**src/rtl/tri_profile_gen.sv**
```systemverilog
module tri_profile_gen #(
  parameter int VAL_W    = 6,
  parameter int INTV_W   = 12,
  parameter int MAX_PEAK = 38
) (
  input  logic              clk,
  input  logic              rst_n,
  input  logic [VAL_W-1:0]  peak_cfg,
  input  logic [INTV_W-1:0] intv_cfg,
  output logic [VAL_W-1:0]  prof_val
);

  localparam logic [VAL_W-1:0]  PK_LIM = VAL_W'(MAX_PEAK);
  localparam logic [INTV_W-1:0] ONE_I  = INTV_W'(1);
  localparam logic [VAL_W-1:0]  ONE_V  = VAL_W'(1);

  logic [VAL_W-1:0]  val_q, peak_q;
  logic [INTV_W-1:0] cnt_q, intv_q;
  logic              dn_q;

  wire               reload   = (val_q == '0) && (cnt_q == '0);
  wire [VAL_W-1:0]   peak_lim = (peak_cfg > PK_LIM) ? PK_LIM : peak_cfg;
  wire [INTV_W-1:0]  intv_lim = (intv_cfg == '0) ? ONE_I : intv_cfg;
  wire [VAL_W-1:0]   peak_eff = reload ? peak_lim : peak_q;
  wire [INTV_W-1:0]  intv_eff = reload ? intv_lim : intv_q;
  wire               step     = (cnt_q == intv_eff - ONE_I);

  assign prof_val = val_q;

  always_ff @(posedge clk) begin
    if (!rst_n) begin
      val_q  <= '0;
      cnt_q  <= '0;
      dn_q   <= 1'b0;
      peak_q <= '0;
      intv_q <= ONE_I;
    end else begin
      if (reload) begin
        peak_q <= peak_lim;
        intv_q <= intv_lim;
      end
      cnt_q <= step ? '0 : cnt_q + ONE_I;
      if (step && peak_eff != '0) begin
        if (!dn_q) begin
          val_q <= val_q + ONE_V;
          if (val_q + ONE_V == peak_eff) dn_q <= 1'b1;
        end else begin
          val_q <= val_q - ONE_V;
          if (val_q == ONE_V) dn_q <= 1'b0;
        end
      end
    end
  end

  assert_cfg_hold_R5: assert property (@(posedge clk) disable iff (!rst_n)
    !reload |=> ($stable(peak_q) && $stable(intv_q)));

  assert_unit_step_R2: assert property (@(posedge clk) disable iff (!rst_n)
    1'b1 |=> (val_q == $past(val_q) || val_q == $past(val_q) + ONE_V || val_q + ONE_V == $past(val_q)));

  assert_below_peak_R3: assert property (@(posedge clk) disable iff (!rst_n)
    !reload |-> (val_q <= peak_q));

  assert_clamped_R6: assert property (@(posedge clk) disable iff (!rst_n)
    peak_q <= PK_LIM);

  assert_flat_zero_R7: assert property (@(posedge clk) disable iff (!rst_n)
    (peak_q == '0 && !reload) |=> (val_q == '0));

endmodule

```
**config.mk**
```make
export PLATFORM = sky130hd
export DESIGN_NAME = tri_profile_gen
export DESIGN_NICKNAME = d
export VERILOG_FILES = /design/src/rtl/tri_profile_gen.sv
export SDC_FILE = /design/constraint.sdc
export NUM_CORES = 1
export LEC_CHECK = 0
export BUFFER_PORTS_ARGS = -buffer_cell sky130_fd_sc_hd__clkbuf_2
export CORE_ASPECT_RATIO = 1.25
export CORE_UTILIZATION = 35
export CTS_CLUSTER_SIZE = 16
export DETAILED_ROUTE_END_ITERATION = 6
export GPL_ROUTABILITY_DRIVEN = 0
export PLACE_DENSITY = 0.5
export SKIP_LAST_GASP = 1
export SYNTH_ARGS = -nofsm -noshare
export SYNTH_HDL_FRONTEND = slang
export SYNTH_SLANG_ARGS = --single-unit
```
**constraint.sdc**
```tcl
create_clock -name clk -period 3.9 [get_ports clk]
set_clock_uncertainty 0.05 [all_clocks]
set_input_delay 0.585 -clock clk [delete_from_list [all_inputs] [get_ports clk]]
set_output_delay 0.585 -clock clk [all_outputs]
set_load 0.02 [all_outputs]
```
==> impl_results.md <==
* Outcome: completed
* Post-detailed-route wirelength per cell at 15.73 um
* Measured slew at the worst slew-check pin at 747.9 ps
* # DRC at 0
* Die ar. at 0.008043 sq mm
* Post-Place Cells at 454
* Net Count, Synth at 350
* Diode count at 0
* Detailed Route WL at 7.282 mm
* First-pass GRT wire length at 12.10 mm
* Htree depth at 2
* Met2 GRT Util at 34.42%
* Min-Delay Path Class: register to register
* DP Wirelength at 5.569 mm
* Initial Util at 36.35%
* DRT iter0 DRCs at 86
* # rows at 35
* IR drop worst, VDD at 0.1432 mV
* Gr ovfl total at 0
* Vias post-DR at 2543
* Antenna Violating Nets Remaining at 0
* # IOs at 26
* Post-synth EDFFs at 0
* Drt pass-1 iters at 4
* Arrival @ worst endpoint at 3890 ps
* # hold bufs at CTS at 0
* Fin. Hold Viols at 0
* Final setup viols at 0
* Final Net Count at 398
* #FFs+latches synth at 37
* CTS clk-pin slew, worst paths at 80 ps
* Final Power at 1095 uW
* Maxcap violations at 0
* Synthesized area at 0.002690 sq mm
* Top cells by area, synth: dfxtp_1 (28%), xnor2_1 (6.2%), mux2i_1 (4.8%), nor3_1 (3.7%), nor2_1 (3.5%)
* CTS Buf Count at 5
* Fillers at 760
* Final min period at 3718 ps
* Hold slack at 430.7 ps
* Clk Latency, worst-skew pair at 290 ps
* Largest net degree at the start of global routing at 34
* Kind of critical path: register to register
* Vias/cell at 5.492
* IO buf count at 25
* Post-synthesis async set-or-reset flop share at 0%
* CP Capture Type: register
* Met1 global-route usage at 23.50%
* CTS tree: built
* Layer with the highest usage: met2
* Crit-path max FO at 11
* Mapped Cells at 323
* Main synth FF type: dfxtp_1
* Netlist cell types at 67
* Count leader, synth: dfxtp_1
* Setup crit start kind: register
* CTS Buffer Depth at 2
* Power Dens Cells at 341.8 mW/mm^2
* Cell taking the most area after synthesis: dfxtp_1
* Post-synthesis sequential area ratio at 27.53%
* Post-synth top cells: dfxtp_1 (37), nor2_1 (25), nand2_1 (24), nor3_1 (20), xnor2_1 (19)
* Non-Filler Instances at 463
* Area share of the largest cell type after synthesis at 27.53%
* Slew Limit Fails at 0
* Layout cell share with drive strength beyond 1 at 22.91%
* Vias in the first global route at 2496
* Die height at 100.0 um
* Clock sink count at 37
* Syn. warnings at 0
* Area growth syn-to-layout at 19.07%
* Critical Path RT at 4070 ps
* Die Span X at 80.42 um
* Initial antenna violation count at 0
* Global Route Usage Sum at 19.40%
* Post-route setup TNS at 0 ps
* Slew HR at 49.50%
* Max Fclk at 0.2690 GHz
* Avg Synthesized Cell Area at 8.328 sq um
* Core area at 0.007401 sq mm
* Period utilization at 95.32%
* Clk root buf: clkbuf_8
* Leakage at 0.001225 uW
* M3 GR Usage at 2.091%
[state kept, by name (all words and copies together) (netlist names)]
name	count
cnt_q	12
dn_q	1
intv_q	12
peak_q	6
prof_val	6
[final timing paths]
check	slack (ps)	cells after the start	to	from
hold / removal	430	2	intv_q[11]	intv_q[11]
setup reg to reg	180	12	prof_val[5]	prof_val[1]
setup / recovery	180	12	prof_val[5]	prof_val[1]
hold reg to reg	430	2	intv_q[11]	intv_q[11]
[cell type report]
class | instances | area, sq um | area share (%)
well taps | 92 | 115.1 | 3.594
repair buffers | 57 | 365.4 | 11.41
multi-input cells | 258 | 1851 | 57.77
flip-flops and latches | 37 | 740.7 | 23.13
clock buffers | 7 | 86.33 | 2.695
inverters | 12 | 45.04 | 1.406
[power by group]
group / switching [uW] / leakage, uW / internal (uW)
clock network: 142 / 0.0000443 / 141
registers: 21.2 / 0.000302 / 402
logic: 210 / 0.000879 / 179
[what timing repair did]
item                       CTS  global route
resized for setup            0             3
setup buffers                0             2
setup endpoints to repair    0            16
[cells in the final DEF (no fill, tap or decap), types with 6 or more instances in the layout]
master,count
mux2i_1,13
xor2_1,8
or4_1,6
xnor2_1,19
buf_4,32
dfxtp_1,37
nor3_1,20
or3_1,7
inv_1,11
nand2b_1,7
clkbuf_8,6
ha_1,6
nor2_1,25
a21oi_1,14
clkbuf_2,25
nand3_1,18
nand2_1,24
[metal layers]
layer	vias to the layer above	part of all wire, %
li1	1285	-
met3	13	2.5
met5	-	0
met2	35	50
met4	0	2.2
met1	1210	45
[through the flow]
step	setup WS [ps]	cell area (sq um)	utilization, %
final	182.4	3203	43.28
after global routing	-1.670	3203	43.28
after CTS	68.03	3169	42.82
after detailed placement	-155.0	3083	41.66
after global placement	-101.3	3083	41.66
after floorplan	8.618	2706	-
[worst max-delay path, cell delays in order (launching register included)]
cell and delay, ps:
dfxtp_1 320, inv_1 90, ha_1 200, or4b_4 500
nor4_4 370, mux2i_4 340, ha_2 310, xnor2_1 120
a31oi_1 170, and4bb_1 330, o211ai_4 170, or4_1 500
a21oi_1 170
[cells by family after synthesis]
group	Yosys count	share of synthesized area (%)
compound gates	55	15.02
buf+inv	28	5.162
xor+xnor	28	9.396
fa+ha+maj	7	3.256
simple gates	149	31.67
flops	37	27.53
mux	19	7.953
Power figures use the tool's default switching activity.
